**config.mk**
```make
export PLATFORM = sky130hd
export DESIGN_NAME = gpio_port_ana
export DESIGN_NICKNAME = d
export VERILOG_FILES = /design/src/rtl/gpio_pkg.sv /design/src/rtl/gpio_sync.sv /design/src/rtl/gpio_regs.sv /design/src/rtl/gpio_ana_decode.sv /design/src/rtl/gpio_port_ana.sv
export SDC_FILE = /design/constraint.sdc
export NUM_CORES = 1
export LEC_CHECK = 0
export BUFFER_PORTS_ARGS = -buffer_cell sky130_fd_sc_hd__buf_2
export CORE_MARGIN = 1.5
export CORE_UTILIZATION = 42
export DETAILED_ROUTE_END_ITERATION = 16
export HOLD_SLACK_MARGIN = 0.1
export PLACE_DENSITY = 0.75
export SYNTH_ARGS = -nofsm -noshare
export SYNTH_HDL_FRONTEND = slang
export SYNTH_HIERARCHICAL = 1
export SYNTH_SLANG_ARGS = --single-unit
```
**constraint.sdc**
```tcl
create_clock -name clk -period 1.4 [get_ports clk]
set_input_delay 0.28 -clock clk [delete_from_list [all_inputs] [get_ports clk]]
set_output_delay 0.28 -clock clk [all_outputs]
set_load 0.01 [all_outputs]
```
**src/rtl/gpio_pkg.sv**
```systemverilog
// Package: shared address map and bus width for the GPIO port.
// Assumes a byte-wide register bus with a 3-bit address.
package gpio_pkg;
    localparam int unsigned ADDR_W = 3;
    localparam logic [ADDR_W-1:0] ADDR_VALUE = 3'h0;
    localparam logic [ADDR_W-1:0] ADDR_DIR   = 3'h4;
endpackage

```
**src/rtl/gpio_sync.sv**
```systemverilog
// Module: multi-stage synchronizer for asynchronous pad levels.
// Assumes each bit is independent; bus coherency is not required.
module gpio_sync #(
    parameter int unsigned WIDTH  = 8,
    parameter int unsigned STAGES = 2
) (
    input  logic             clk,
    input  logic             rst_n,
    input  logic [WIDTH-1:0] async_in,
    output logic [WIDTH-1:0] sync_out
);
    logic [WIDTH-1:0] stage_q [STAGES];

    // Capture the raw pad level in the first stage.
    always_ff @(posedge clk) begin
        if (!rst_n) stage_q[0] <= '0;
        else        stage_q[0] <= async_in;
    end

    for (genvar s = 1; s < STAGES; s++) begin : g_stage
        // Shift the level one stage further.
        always_ff @(posedge clk) begin
            if (!rst_n) stage_q[s] <= '0;
            else        stage_q[s] <= stage_q[s-1];
        end
    end

    assign sync_out = stage_q[STAGES-1];
endmodule

```
**src/rtl/gpio_regs.sv**
```systemverilog
// Module: output-value and direction registers of the port.
// Assumes decoded write enables. The value register has no reset by
// design; software must load it before enabling any driver.
module gpio_regs #(
    parameter int unsigned WIDTH = 8
) (
    input  logic             clk,
    input  logic             rst_n,
    input  logic             wr_value,
    input  logic             wr_dir,
    input  logic [WIDTH-1:0] wdata,
    output logic [WIDTH-1:0] value_q,
    output logic [WIDTH-1:0] dir_q
);
    // Load the output value; no reset keeps the pad path free of reset muxing.
    always_ff @(posedge clk) begin
        if (wr_value) value_q <= wdata;
    end

    // Load the direction mask; reset makes every pin an input.
    always_ff @(posedge clk) begin
        if (!rst_n)      dir_q <= '0;
        else if (wr_dir) dir_q <= wdata;
    end
endmodule

```
**src/rtl/gpio_ana_decode.sv**
```systemverilog
// Module: decodes the converter channel-select code into a one-hot
// mask of pins taken for analog use. Only the lowest ANA_PINS pins
// may be taken; any other code produces an empty mask.
module gpio_ana_decode #(
    parameter int unsigned WIDTH    = 8,
    parameter int unsigned ANA_PINS = 4,
    parameter int unsigned SEL_W    = 5
) (
    input  logic [SEL_W-1:0] ana_sel,
    output logic [WIDTH-1:0] ana_mask
);
    for (genvar i = 0; i < WIDTH; i++) begin : g_pin
        if (i < ANA_PINS) begin : g_shared
            assign ana_mask[i] = (ana_sel == SEL_W'(i));
        end else begin : g_digital
            assign ana_mask[i] = 1'b0;
        end
    end
endmodule

```
**src/rtl/gpio_port_ana.sv**
```systemverilog
// Module: eight-pin GPIO port whose low pins double as analog inputs.
// Assumes a single-cycle write strobe and a combinational read.
// A selected analog pin loses its driver and input receiver and
// reads as 0; other pins behave as normal digital I/O.
module gpio_port_ana
    import gpio_pkg::*;
#(
    parameter int unsigned WIDTH       = 8,
    parameter int unsigned ANA_PINS    = 4,
    parameter int unsigned SEL_W       = 5,
    parameter int unsigned SYNC_STAGES = 2
) (
    input  logic              clk,
    input  logic              rst_n,
    input  logic              bus_wr,
    input  logic [ADDR_W-1:0] bus_addr,
    input  logic [WIDTH-1:0]  bus_wdata,
    output logic [WIDTH-1:0]  bus_rdata,
    input  logic [SEL_W-1:0]  ana_sel,
    input  logic [WIDTH-1:0]  pad_in,
    output logic [WIDTH-1:0]  pad_oe,
    output logic [WIDTH-1:0]  pad_out,
    output logic [WIDTH-1:0]  pad_ie
);
    logic [WIDTH-1:0] value_q;
    logic [WIDTH-1:0] dir_q;
    logic [WIDTH-1:0] pin_sync;
    logic [WIDTH-1:0] ana_mask;
    logic [WIDTH-1:0] port_view;
    logic             wr_value;
    logic             wr_dir;

    // Decode the write strobe per register.
    assign wr_value = bus_wr && (bus_addr == ADDR_VALUE);
    assign wr_dir   = bus_wr && (bus_addr == ADDR_DIR);

    gpio_regs #(.WIDTH(WIDTH)) u_regs (
        .clk      (clk),
        .rst_n    (rst_n),
        .wr_value (wr_value),
        .wr_dir   (wr_dir),
        .wdata    (bus_wdata),
        .value_q  (value_q),
        .dir_q    (dir_q)
    );

    gpio_sync #(.WIDTH(WIDTH), .STAGES(SYNC_STAGES)) u_sync (
        .clk      (clk),
        .rst_n    (rst_n),
        .async_in (pad_in),
        .sync_out (pin_sync)
    );

    gpio_ana_decode #(.WIDTH(WIDTH), .ANA_PINS(ANA_PINS), .SEL_W(SEL_W)) u_ana (
        .ana_sel  (ana_sel),
        .ana_mask (ana_mask)
    );

    // Pad controls: analog takeover removes driver and receiver.
    assign pad_oe  = dir_q & ~ana_mask;
    assign pad_out = value_q;
    assign pad_ie  = ~ana_mask;

    // Per-pin port view: held value for outputs, synced level for inputs.
    assign port_view = ~ana_mask & ((dir_q & value_q) | (~dir_q & pin_sync));

    // Combinational read multiplexer.
    always_comb begin
        unique case (bus_addr)
            ADDR_VALUE: bus_rdata = port_view;
            ADDR_DIR:   bus_rdata = dir_q;
            default:    bus_rdata = '0;
        endcase
    end
endmodule

```
Word level (Yosys, flattened, before mapping):

Memory sizes are Yosys's and may differ from the RTL's.
Cells that the tools add are included.

* add/subtract/negate cells: 0
* multipliers: 0
* div/mod/pow operators: 0
* $lt $le $gt $ge: 0
* equal/unequal tests: 4
* shift-type cells: 0
* mux-type cells: 5
* bitwise gates (word level): 9
* reductions and logical operators: 4

Operators with widths (count)
* 8-bit AND: 4
* 8-bit 2-to-1 mux: 2
* 8-bit case mux with 2 select lines: 1
* 5-bit by 2-bit equality test with 1-bit output (second input constant): 2
* 4-bit NOT with 8-bit output: 1
* 8-bit NOT: 1
* 8-bit bitwise OR: 1
* 5-bit by 1-bit equality test with 1-bit output (second input constant): 1
* 5-bit logical NOT: 1
* 3-bit equality test (second input constant): 1
* 3-bit logical NOT: 1
* 1-bit logical AND: 2
* 1-bit 2-to-1 mux: 2
* 1-bit bitwise OR: 2

* register bits: 16
* latch bits: 0
* RAM bits: 16
* bits in read-only memories: 0
* input port bits: 27
* output and inout bits: 32
* logic and storage cells: 25
* memories: 1

Memories
* u_sync.stage_q: depth 2, width 8, read ports 2, clocked after memory_dff 0, wr ports 2, RTL line gpio_sync.sv:12 `logic [WIDTH-1:0] stage_q [STAGES];`

Logic depth before layout (Yosys ltp):

Gate-level depths: netlist (run 1).

* depth after elaboration: 5
* depth in mapped cells: 6
* gate-level depth less buffers: 5

By module:

The synthesis (run 1) kept the hierarchy.

By module, submodules not included
* gpio_regs: instances 1, cells each 33, area each 541.8 um^2, sequential area each 400.4 um^2
* gpio_sync: instances 1, cells each 33, area each 446.7 um^2, sequential area each 320.3 um^2
* gpio_port_ana: instances 1, cells each 62, area each 341.6 um^2, sequential area each 0.0 um^2
* gpio_ana_decode: instances 1, cells each 12, area each 75.1 um^2, sequential area each 0.0 um^2

Worst setup path before layout (run 1):

OpenSTA, ideal clock, no wires.

* kind: input to output
* from: input ana_sel[4]
* to: output bus_rdata[0]
* data arrival time: 1.249 ns
* data required time: 1.120 ns
* slack: -0.129 ns
* stages: 5
* path buffers: 0
* cells stage by stage: or4_4 -> nor2_1 -> nor2b_1 -> o21ai_0 -> a21oi_1

* word-level cells in the longest chain between the ends: 4

Ends and longest elaborated chain
* start: declaration: RTL line gpio_port_ana.sv:19 `input logic [SEL_W-1:0] ana_sel,`
* 5-bit logical NOT: RTL line gpio_ana_decode.sv:14 `assign ana_mask[i] = (ana_sel == SEL_W'(i));`
* via ana_mask[0]: RTL line gpio_port_ana.sv:28 `logic [WIDTH-1:0] ana_mask;`
* 4-bit NOT with 8-bit output: RTL line gpio_port_ana.sv:65 `assign port_view = ~ana_mask & ((dir_q & value_q) | (~dir_q & pin_sync));`
* 8-bit AND: RTL line gpio_port_ana.sv:65
* 8-bit case mux with 2 select lines: RTL line gpio_port_ana.sv:69 `unique case (bus_addr)`
* end: declaration: RTL line gpio_port_ana.sv:18 `output logic [WIDTH-1:0] bus_rdata,`

The timed path passes the listed nets, and every way through them passes these cells.

Worst setup path in the final report (run 1):

* from: input ana_sel[1]
* to: output bus_rdata[1]

* word-level cells in the longest chain between the ends: 4

Ends and longest elaborated chain (RTL line)
* 5-bit by 1-bit equality test with 1-bit output: gpio_ana_decode.sv:14
* via ana_mask[1]: gpio_port_ana.sv:28
* 4-bit NOT with 8-bit output: gpio_port_ana.sv:65
* 8-bit AND: gpio_port_ana.sv:65
* 8-bit case mux with 2 select lines: gpio_port_ana.sv:69

The timed path passes the listed nets, and every way through them passes these cells.

==> impl_summary.md, run 1 <==
Run status
The run finished, with violations left. The checks that failed: negative setup slack.

Floorplanning
During I/O placement, the number of pins put on the boundary was 59. The die height is 60.8 µm. The floorplan die area is 0.00370 mm². The row count is 20. Once the floorplan was initialized, standard cells occupied 44.9% of the core. The floorplan step set the die width to 60.8 µm. The floorplan step defined a core boundary enclosing 0.00313 mm².

Place
OpenSTA, run right after detailed placement, puts the worst setup slack at -0.368 ns. The final weighted congestion of routability-driven global placement is 0.763. The count of buffers inserted at the top-level ports is 54. Detailed placement finished with a half-perimeter wire length of 2.36 mm. The placed cell count is 245.

Critical path
The startpoint identified for the worst register-to-register timing path is u_regs/dir_q[4]. The worst-case register-to-register setup slack is 0.72 ns. The count of buffering cells on the critical path with inverters included is 2. Along the worst path, the maximum fanout reaches 3. STA classifies the critical path startpoint as an input pin. Counting buffers and inverters, the worst setup path is 7 cells deep. By startpoint and endpoint, the worst setup path is classified as in -> out. Data on the critical path arrives at its endpoint at 1.47 ns. The end of the worst register-to-register path is u_regs/dir_q[4].

The length in cells of the worst reg-to-reg path is 2. The family of cells with the greatest summed delay on the critical path is simple AND/OR/NAND/NOR gates. The cell with the biggest individual delay on the critical path is sky130_fd_sc_hd__or4_4. In this design, the stage delay of the slowest critical-path cell is 0.57 ns. The critical path data required time is 1.12 ns. Walking the worst path, the cells encountered are buf_6, or4_4, nor2_4, nor2b_2, o21ai_1, a21oi_1, buf_2. The worst setup path is captured at an output pin.

Pwr
After layout, the design draws a total of 0.00177 W. The power density over cell area is 874 mW/mm². VDD sags by at most 586 µV. In this run the static leakage power is 0.873 nW.

Route
The DRC violations left is 0. In this run, the number of DRC markers left after iteration 0 of detailed routing was 37. The via-per-instance ratio is 4.61. In the final routed layout, each cell accounts on average for 12.7 µm. The vias after detailed routing is 1184. The routed design has 3.27 mm of wire.

The number of iterations in the first detailed-routing pass is 4. The remaining antenna violation count is 0.

Final layout
The finished layout holds 257 standard cells, fillers aside. Cells fill 64.9% of the core in the end. Fill cells in the final layout number 259. The net count of the finished layout is 239. 0 antenna diodes ended up in the layout. The share of cells above drive strength 1 is 52.6%.

The layout overhead on the synthesized area is 44.5%.

Clock network
The clock buffer count from CTS is 5. In this run the clock root is driven by a sky130_fd_sc_hd__clkbuf_4. The source-to-sink clock delay at the later pin of the worst-skew pair is 0.33 ns. The number of levels in the clock H-tree is 2.

The maximum number of buffers from clock root to sink is 2. The number of hold-repair buffers added at the cts stage is 0. The clock drives 32 sinks. The CTS tree is built. After clock tree synthesis, the clock-pin slew on the worst setup and hold paths is 0.09 ns.

Synth
The number of synthesis warnings is 6. In the synthesized netlist, the number of instances is 140. The part of the Yosys area used for sequential elements is 51.3%.

Synthesis inferred 32 register bits. The number of different library cells used by synthesis comes to 21. Averaged over all synthesized cells, the footprint is 10.0 µm². The synthesized cell area is 0.00141 mm².

Timing
Setup repair after global routing could not meet its margin everywhere. The clock arrives with 0.0101 ns of skew. The post-route worst setup slack is -0.346 ns. Timing would allow up to 573 MHz.

The number of max-slew violations in the final report was 0. The number of setup violations in the final report is 15. The final clock period utilization by the worst path is 125%. The routed design could run at a clock period as short as 1.75 ns. The count of final hold-check violations is 0.

Hold path
The min-delay analysis places its worst path in the category in -> reg. The path with the worst hold slack has its endpoint at u_regs/value_q[7]. The cell depth of the worst hold path is 1.

The startpoint identified for the worst hold timing path is bus_wdata[7].

GRT
The total congestion overflow is 0. The number of global-route vias before repair is 1197. The overall track demand over capacity in global routing is 19.5%. Entering global routing, the biggest net connects 25 pins.

The initial antenna violation count came to 0. The first global-routing pass estimated 5.16 mm of wire.

Job
The total of max-cap violations is 0.
-- worst reg2reg max path, delay by kind of cell, from the launching register on --
family / cells / cell delay, ns
flip-flops: 1 / 0.38
AND/OR/NAND/NOR: 1 / 0.14
multiplexers: 1 / 0.09
-- worst max path at each step --
stage | endpoint | start | slack (ns)
floorplan | bus_rdata[0] | ana_sel[4] | -0.10
global placement | bus_rdata[0] | ana_sel[4] | -0.33
detailed placement | bus_rdata[1] | ana_sel[4] | -0.37
CTS | bus_rdata[0] | ana_sel[1] | -0.35
global route | bus_rdata[0] | ana_sel[1] | -0.40
finish | bus_rdata[1] | ana_sel[1] | -0.35
-- cells in the mapped netlist (all sizes together) --
library cell / number / area [µm²]
dfxtp: 24 / 480
nor2b: 24 / 150
and2: 16 / 115
nor2: 10 / 37.5
buf: 9 / 82.6
inv: 9 / 33.8
a21oi: 8 / 40.0
edfxtp: 8 / 240
mux2i: 8 / 80.1
nand3: 8 / 40.0
o21ai: 8 / 40.0
nor4: 2 / 12.5
and4bb: 1 / 12.5
conb: 1 / 3.75
nand2b: 1 / 6.26
nor3b: 1 / 12.5
or2: 1 / 6.26
or4: 1 / 11.3
-- where the power goes --
group / internal (W) / total [W] / leakage (nW) / switching (W)
Clock: 0.000247 / 0.000540 / 0.0358 / 0.000293
Sequential: 0.000980 / 0.000994 / 0.270 / 0.0000137
Combinational: 0.000126 / 0.000241 / 0.568 / 0.000115
Total: 0.00135 / 0.00177 / 0.873 / 0.000421
-- flip-flops by register name (all words and copies together), names as in the netlist --
register,count
u_regs/dir_q,8
u_regs/value_q,8
u_sync/stage_q,16
-- through the flow --
stage	area, µm²	hold WS (ns)	setup TNS (ns)
2_1_floorplan	1430	0.379	-0.205
3_3_place_gp	1780	0.414	-1.94
3_5_place_dp	1780	0.425	-2.04
4_1_cts	1950	0.127	-1.80
5_1_grt	2030	0.117	-2.64
6_report	2030	0.139	-1.80
-- routing by layer --
| metal | wire length [µm] | part of all wire, % | track usage [%] |
|---|---|---|---|
| met5 | 0 | 0 | 0 |
| met3 | 181 | 5.5 | 4.90 |
| met1 | 1290 | 39 | 21.7 |
| met4 | 64 | 2.0 | 9.94 |
| met2 | 1740 | 53 | 34.4 |
-- cells by family (layout without fill, tap and decap cells) --
| group | Yosys count | after routing | share of synthesized area [%] |
|---|---|---|---|
| flip-flops | 32 | 32 | 51.3 |
| other | 1 | 4 | 0.267 |
| AO/OA/AOI/OAI | 16 | 16 | 5.70 |
| buffers and inverters | 18 | 88 | 8.28 |
| AND/OR/NAND/NOR | 65 | 65 | 28.8 |
| multiplexers | 8 | 8 | 5.70 |
-- final cells by class --
cell class              instances  area, µm²  share of cell area (%)
flip-flops and latches         32        721                    35.5
inverters                       9       33.8                    1.66
clock inverters                 1       6.26                   0.308
repair buffers                 71        465                    22.9
multi-input cells              93        694                    34.2
well taps                      44       55.1                    2.71
clock buffers                   7       55.1                    2.71
-- timing repair --
item	in CTS	in global routing
gates resized for setup	24	20
buffers inserted	3	2
pin swaps	9	8
hold endpoints to repair	0	0
endpoints found under the setup margin	16	16
-- layout by cell type, fill, tap and decap left out, types with 2 or more instances in the layout --
cell type,instances
sky130_fd_sc_hd__o21ai_1,5
sky130_fd_sc_hd__nor4_4,2
sky130_fd_sc_hd__nor2b_4,4
sky130_fd_sc_hd__o21ai_2,3
sky130_fd_sc_hd__nor2_1,8
sky130_fd_sc_hd__edfxtp_1,8
sky130_fd_sc_hd__nand3_1,7
sky130_fd_sc_hd__nor2b_1,19
sky130_fd_sc_hd__buf_4,14
sky130_fd_sc_hd__nor2_4,2
sky130_fd_sc_hd__a21oi_1,6
sky130_fd_sc_hd__and2_2,12
sky130_fd_sc_hd__dfxtp_1,24
sky130_fd_sc_hd__buf_2,47
sky130_fd_sc_hd__inv_2,3
sky130_fd_sc_hd__conb_1,4
sky130_fd_sc_hd__mux2i_1,8
sky130_fd_sc_hd__inv_1,6
sky130_fd_sc_hd__buf_6,8
sky130_fd_sc_hd__clkbuf_4,5
sky130_fd_sc_hd__a21oi_2,2
sky130_fd_sc_hd__and2_1,4
No activity file was read; power rests on OpenSTA's default activity.
==> inputs of run 2 (changes only) <==
--- a/config.mk
+++ b/config.mk
@@ -7,10 +7,11 @@
 export LEC_CHECK = 0
 export BUFFER_PORTS_ARGS = -buffer_cell sky130_fd_sc_hd__buf_2
 export CORE_MARGIN = 1.5
-export CORE_UTILIZATION = 42
+export CORE_UTILIZATION = 49
+export CTS_BUF_LIST = sky130_fd_sc_hd__clkbuf_8
 export DETAILED_ROUTE_END_ITERATION = 16
 export HOLD_SLACK_MARGIN = 0.1
-export PLACE_DENSITY = 0.75
+export PLACE_DENSITY = 0.83
 export SYNTH_ARGS = -nofsm -noshare
 export SYNTH_HDL_FRONTEND = slang
 export SYNTH_HIERARCHICAL = 1
==> constraint.sdc (replaced) <==
create_clock -name clk -period 1.9 [get_ports clk]
set_input_delay 0.38 -clock clk [delete_from_list [all_inputs] [get_ports clk]]
set_output_delay 0.38 -clock clk [all_outputs]
set_load 0.01 [all_outputs]
==> run 2 against run 1 <==
Against the previous run: the flow still finishes with violations (negative setup slack); power is 24% lower; die area shrank 14%; cell count is 8.9% lower; sequential power shrank 26%; core utilization rose by 1.9 points; routed wire length decreased by 12%; clock skew down 0.0071 ns; register-to-register slack improved by 0.53 ns; via count is 3.1% lower; flip-flop and latch count stayed put; clock-buffer cell count shrank 1; critical path type unchanged; largest cell class unchanged; largest power group unchanged; highest routed layer unchanged.
==> impl_summary.md, run 2 (synthesis gave the netlist of run 1 again) <==
Hold path
The worst min-delay path class is in -> reg (unchanged).

Clock network
The clock transition at the registers of the reported paths was 0.06 ns (was 0.09 ns). The count of clock tree sinks is 32 (unchanged). The number of levels in the clock H-tree is 2 (unchanged). The CTS tree was built (unchanged).

The source-to-sink clock delay at the later pin of the worst-skew pair came to 0.26 ns (was 0.33 ns). The clock buffer count from CTS is 5 (unchanged). The cell chosen for the clock root is sky130_fd_sc_hd__clkbuf_8 (was sky130_fd_sc_hd__clkbuf_4). The maximum number of buffers from clock root to sink is 2 (unchanged). The number of hold-repair buffers added at the cts stage is 0 (unchanged).

Timing
Based on the critical path, the design can be clocked at up to 505 MHz. The number of max-slew violations in the final report is 0 (unchanged). The post-route clock skew came to 0.00304 ns (was 0.0101 ns).

The number of setup violations in the final report is 2 (was 15). Unrepaired setup endpoints after global routing: true (unchanged). Subtracting the final worst setup slack from the clock period gives 1.98 ns. The count of final hold-check violations came to 0 (unchanged). The final clock period utilization by the worst path is 104%. The post-route worst setup slack was -0.0790 ns (was -0.346 ns).

GRT
The initial antenna violation count is 0 (unchanged). The number of global-route vias before repair came to 1074 (was 1197). The wire length of the first global-routing pass is 4.49 mm (was 5.16 mm). The largest net degree at the start of global routing is 25 (unchanged).

The overall track demand over capacity in global routing is 18.2% (was 19.5%). The total congestion overflow is 0 (unchanged).

Final layout
The post-layout net count is 229 (was 239). The final cell count without fillers was 234 (was 257). The antenna diode instance count is 0 (unchanged). The multi-input logic area is 616 µm² (was 694 µm²).

The flip-flop count of the largest register after layout came to 16 (unchanged). The share of cells above drive strength 1 is 42.9% (was 52.6%). The area of all sequential standard cells is 721 µm² (unchanged). The final cell area excluding filler cells is 0.00183 mm² (was 0.00203 mm²). The filler cell count came to 221 (was 259). The register with the most flip-flops was u_sync/stage_q (unchanged). The commonest non-fill, non-tap cell in the layout was sky130_fd_sc_hd__buf_2 (unchanged). Commonest non-fill, non-tap cells in the layout: sky130_fd_sc_hd__buf_2 (53), sky130_fd_sc_hd__nor2b_1 (24), sky130_fd_sc_hd__dfxtp_1 (24) (was sky130_fd_sc_hd__buf_2 (47), sky130_fd_sc_hd__dfxtp_1 (24), sky130_fd_sc_hd__nor2b_1 (19)). The layout overhead on the synthesized area is 30.1% (was 44.5%). Leading registers by flop count: u_sync/stage_q x16, u_regs/dir_q x8, u_regs/value_q x8 (unchanged).

Route
The detailed-route wire length per cell came to 12.4 µm (was 12.7 µm). The DRC violations left was 0 (unchanged). The vias after detailed routing is 1147 (was 1184). The number of design-rule violations left by the first detailed-router iteration is 32 (was 37). The via-per-instance ratio is 4.90 (was 4.61).

The total wire length after detailed routing came to 2.89 mm (was 3.27 mm). The number of iterations in the first detailed-routing pass is 4 (unchanged). The remaining antenna violation count is 0 (unchanged).

Floorplanning
The die width came to 56.6 µm (was 60.8 µm). The row count is 19 (was 20). The die height was 56.6 µm (was 60.8 µm). The core region area is 0.00273 mm² (was 0.00313 mm²).

The effective utilization at floorplan was 51.4% (was 44.9%). The top-level port count is 59 (unchanged). The floorplan die area is 0.00320 mm² (was 0.00370 mm²).

Critical path
The category of the worst setup path capture point was an output pin (unchanged). The element type at the critical path start is an input pin (unchanged). The maximum fanout along the worst path was 3 (unchanged). The data arrival at the endpoint of the critical path is 1.60 ns (was 1.47 ns). The critical path data required time is 1.52 ns (was 1.12 ns). The worst-case register-to-register setup slack is 1.25 ns (was 0.72 ns). The worst setup path category is in -> out (unchanged).

Pwr
The leakage power was 0.783 nW (was 0.873 nW). The total power after layout was 0.00135 W (was 0.00177 W). The power density over cell area came to 738 mW/mm² (was 874 mW/mm²). The largest vdd supply drop is 781 µV (was 586 µV).

Place
The count of buffers inserted at the top-level ports is 54 (unchanged). The worst slack at placement was -0.156 ns (was -0.368 ns). The placed cell count is 223 (was 245). The post-DP HPWL is 2.06 mm (was 2.36 mm).

The final weighted congestion of routability-driven global placement is 0.773 (was 0.763). The placement-stage cell area is 0.00167 mm² (was 0.00178 mm²).

Run status
Status: finished, violations left (unchanged). Violated checks: negative setup slack (unchanged).

Job
The total of max-cap violations was 0 (unchanged).
[run 2: changes by cell type in the layout (fill, tap and decap cells not counted), sizes merged]
cell    change
buf        -10
clkbuf      -1
inv         +1
[run 2: final timing paths]
path | start | end | cells past startpoint
setup / recovery | ana_sel[1] | bus_rdata[1] | 7
hold / removal | bus_wdata[4] | u_regs/value_q[4] | 1
setup reg to reg | u_regs/dir_q[1] | u_regs/dir_q[1] | 2
hold reg to reg | u_sync/stage_q[0][4] | u_sync/stage_q[1][4] | 1
[run 2: where the power goes]
part | switching, W | total [W] | leakage (nW) | internal, W
Clock | 0.000200 | 0.000483 | 0.0538 | 0.000283
Sequential | 0.00000975 | 0.000733 | 0.270 | 0.000724
Combinational | 0.0000689 | 0.000132 | 0.460 | 0.0000632
Total | 0.000278 | 0.00135 | 0.783 | 0.00107
[run 2: metrics by stage]
stage / hold WS [ns] / TNS, ns / util (%)
floorplan: 0.412 / 0 / -
global placement: 0.418 / -0.190 / 61.2
detailed placement: 0.420 / -0.266 / 61.2
CTS: 0.292 / -0.0938 / 65.5
global route: 0.287 / -0.290 / 66.9
finish: 0.302 / -0.107 / 66.9
[run 2: layout make-up]
class                           instances  area share [%]
Timing Repair Buffer                   61            18.0
Sequential cell                        32            39.4
Multi-Input combinational cell         93            33.7
Clock buffer                            6            4.52
Inverter                                9            1.85
Tap cell                               31            2.12
Clock inverter                          2           0.411
[run 2: worst max-delay path, stage by stage]
cell and delay (ns):
sky130_fd_sc_hd__buf_6 0.09, sky130_fd_sc_hd__or4_4 0.57, sky130_fd_sc_hd__nor2_4 0.13, sky130_fd_sc_hd__nor2b_1 0.06, sky130_fd_sc_hd__o21ai_1 0.13, sky130_fd_sc_hd__a21oi_1 0.08
sky130_fd_sc_hd__buf_2 0.15
[run 2: per-layer routing]
layer	part of all wire (%)	track usage, %
met3	5.0	5.30
met2	55	33.7
met5	0	0
met1	40	18.8
met4	0.66	7.82
[run 2: repair_timing]
action | in CTS | in global routing
buffers inserted | 1 | 2
cloned | 0 | 0
setup endpoints to repair | 2 | 4
resized for setup | 7 | 4
pin swaps | 3 | 2
==> inputs of run 3 (changes only) <==
--- a/config.mk
+++ b/config.mk
@@ -11,6 +11,7 @@
 export CTS_BUF_LIST = sky130_fd_sc_hd__clkbuf_8
 export DETAILED_ROUTE_END_ITERATION = 16
 export HOLD_SLACK_MARGIN = 0.1
+export MAX_ROUTING_LAYER = met4
 export PLACE_DENSITY = 0.83
 export SYNTH_ARGS = -nofsm -noshare
 export SYNTH_HDL_FRONTEND = slang
==> constraint.sdc (replaced) <==
create_clock -name clk -period 2 [get_ports clk]
set_input_delay 0.4 -clock clk [delete_from_list [all_inputs] [get_ports clk]]
set_output_delay 0.4 -clock clk [all_outputs]
set_load 0.01 [all_outputs]
==> run 3 against run 2 <==
Against the previous run: the run still ends with negative setup slack left; cell count decreased by 0.85%; worst setup slack better by 0.042 ns; non-clock buffer count down 2; flip-flop and latch count is the same; die area unchanged; register-to-register slack better by 0.10 ns; clock-buffer cell count shrank 1; sequential power fell by 5.0%; core utilization fell by 0.23 points; highest routed layer unchanged.
==> impl_summary.md, run 3 (synthesis gave the netlist of run 1 again) <==
Route
The vias after detailed routing is 1123 (was 1147). The number of iterations in the first detailed-routing pass is 4 (unchanged). The detailed-route wire length per cell is 12.5 µm (was 12.4 µm). The number of design-rule violations left by the first detailed-router iteration is 49 (was 32). The via-per-instance ratio is 4.84 (was 4.90). The DRC violations left was 0 (unchanged).

The total wire length after detailed routing came to 2.90 mm (was 2.89 mm). The remaining antenna violation count is 0 (unchanged).

GRT
The largest net degree at the start of global routing was 25 (unchanged). The initial antenna violation count came to 0 (unchanged). The number of global-route vias before repair came to 1057 (was 1074). The overall track demand over capacity in global routing is 19.7% (was 18.2%). The most utilized layer in the global route result is met2 (unchanged). The met3 track utilization from global routing is 8.06% (was 5.30%). The wire length of the first global-routing pass is 4.55 mm (was 4.49 mm).

The total congestion overflow is 0 (unchanged). The global routing usage on met2 is 33.2% (was 33.7%). The global-route met1 utilization was 18.7% (was 18.8%).

Floorplanning
The top-level port count came to 59 (unchanged). The die width is 56.6 µm (unchanged). The effective utilization at floorplan is 51.4% (unchanged). The core region area is 0.00273 mm² (unchanged). The row count is 19 (unchanged).

The floorplan die area came to 0.00320 mm² (unchanged). The die height is 56.6 µm (unchanged).

Critical path
The data arrival at the endpoint of the critical path is 1.64 ns (was 1.60 ns). The worst setup path category is in -> out (unchanged). The maximum cell stage delay along the critical path was 0.57 ns (about the same). The critical path data required time is 1.60 ns (was 1.52 ns). The element type at the critical path start is an input pin (unchanged). Sequence of cells on the critical path: buf_6, or4_4, nor2_4, nor2b_1, o21ai_1, a21oi_1, buf_2 (unchanged). The cell with the biggest individual delay on the critical path was sky130_fd_sc_hd__or4_4 (unchanged). The worst-case register-to-register setup slack came to 1.35 ns (was 1.25 ns). The maximum fanout along the worst path was 3 (unchanged). The category of the worst setup path capture point is an output pin (unchanged).

Pwr
The total power after layout came to 0.00140 W (was 0.00135 W). The largest vdd supply drop was 721 µV (was 781 µV). The power density over cell area is 768 mW/mm² (was 738 mW/mm²). The leakage power is 0.777 nW (was 0.783 nW).

Clock network
The clock buffer count from CTS is 5 (unchanged). The number of hold-repair buffers added at the cts stage is 0 (unchanged). The source-to-sink clock delay at the later pin of the worst-skew pair is 0.28 ns (was 0.26 ns). The cell chosen for the clock root is sky130_fd_sc_hd__clkbuf_8 (unchanged). The clock transition at the registers of the reported paths came to 0.06 ns (about the same). The maximum number of buffers from clock root to sink is 2 (unchanged). The count of clock tree sinks is 32 (unchanged). The CTS tree was built (unchanged).

The number of levels in the clock H-tree is 2 (unchanged).

Final layout
The final cell area excluding filler cells was 0.00182 mm² (was 0.00183 mm²). The antenna diode instance count is 0 (unchanged). Leading registers by flop count: u_sync/stage_q x16, u_regs/dir_q x8, u_regs/value_q x8 (unchanged). The share of cells above drive strength 1 is 42.3% (was 42.9%). The register with the most flip-flops is u_sync/stage_q (unchanged). The post-layout net count is 227 (was 229). The flip-flop count of the largest register after layout is 16 (unchanged).

The filler cell count is 224 (was 221). Commonest non-fill, non-tap cells in the layout: sky130_fd_sc_hd__buf_2 (53), sky130_fd_sc_hd__nor2b_1 (24), sky130_fd_sc_hd__dfxtp_1 (24) (unchanged). The commonest non-fill, non-tap cell in the layout was sky130_fd_sc_hd__buf_2 (unchanged). The layout overhead on the synthesized area is 29.7% (was 30.1%).

Timing
The number of max-slew violations in the final report was 0 (unchanged). The number of setup violations in the final report is 1 (was 2). Unrepaired setup endpoints after global routing: true (unchanged). The post-route clock skew came to 0.00403 ns (was 0.00304 ns). The summed negative setup slack over all endpoints is -0.0375 ns (was -0.107 ns). The timing-limited maximum frequency is 491 MHz. The post-route minimum period is 2.04 ns. The worst hold margin is 0.308 ns (was 0.302 ns).

In the finished design, the share of the clock period the worst path needs comes to 102%. The post-route worst setup slack was -0.0375 ns (was -0.0790 ns). The count of final hold-check violations is 0 (unchanged).

Job
The total of max-cap violations is 0 (unchanged).

Place
The worst slack at placement was -0.136 ns (was -0.156 ns). The final weighted congestion of routability-driven global placement was 0.782 (was 0.773). The count of buffers inserted at the top-level ports is 54 (unchanged). The post-DP HPWL is 2.12 mm (was 2.06 mm). The placement-stage cell area is 0.00167 mm² (about the same).

Run status
Violated checks: negative setup slack (unchanged). Status: finished, violations left (unchanged).

Hold path
The worst min-delay path class is in -> reg (unchanged).
-- run 3: cell count changes in the layout (fill, tap and decap cells not counted) --
| cell | delta |
|---|---|
| sky130_fd_sc_hd__bufinv_16 | +1 |
| sky130_fd_sc_hd__clkbuf_8 | -1 |
| sky130_fd_sc_hd__nor4_2 | +1 |
| sky130_fd_sc_hd__nor4_4 | -1 |
| sky130_fd_sc_hd__clkinv_2 | +1 |
| sky130_fd_sc_hd__buf_4 | -2 |
| sky130_fd_sc_hd__inv_2 | -1 |
-- run 3: final timing paths --
path | start | to | cells past startpoint
worst min-delay path | bus_wdata[4] | u_regs/value_q[4] | 1
worst max register to register | u_regs/dir_q[3] | u_regs/dir_q[3] | 2
worst min register to register | u_sync/stage_q[0][4] | u_sync/stage_q[1][4] | 1
worst max-delay path | ana_sel[1] | bus_rdata[0] | 7
-- run 3: per-stage QoR --
| stage | instances | util (%) |
|---|---|---|
| 3_3_place_gp | 222 | 60.9 |
| 5_1_grt | 232 | 66.6 |
| 3_5_place_dp | 222 | 60.9 |
| 6_report | 232 | 66.6 |
| 4_1_cts | 232 | 66.4 |
| 2_1_floorplan | 143 | - |
-- run 3: cell type report --
class                   instances  area (µm²)  area share, %
flip-flops and latches         32         721           39.6
multi-input cells              93         607           33.3
repair buffers                 59         314           17.2
clock buffers                   5        68.8           3.78
clock inverters                 3        38.8           2.13
well taps                      31        38.8           2.13
inverters                       9        33.8           1.85
-- run 3: report_power, final --
| part | internal [W] | leakage, nW | switching [W] |
|---|---|---|---|
| combinational | 0.0000597 | 0.447 | 0.0000646 |
| clock | 0.000364 | 0.0593 | 0.000215 |
| sequential | 0.000687 | 0.270 | 0.00000885 |
| total | 0.00111 | 0.777 | 0.000288 |
-- run 3: layer usage --
layer / share of wire (%) / wire length (µm)
met2: 51 / 1470
met1: 39 / 1140
met4: 2.6 / 74
met5: 0 / 0
met3: 7.5 / 216
-- run 3: worst max-delay path, delay by kind of cell --
family          cells  cell delay (ns)
compound gates      2             0.24
buf+inv             2             0.25
simple gates        3             0.76
-- run 3: repair_timing --
item / 4_1_cts / 5_1_grt
gates resized for setup: 7 / 2
pin swaps: 3 / 1
endpoints found under the setup margin: 3 / 3
setup buffers: 2 / 0
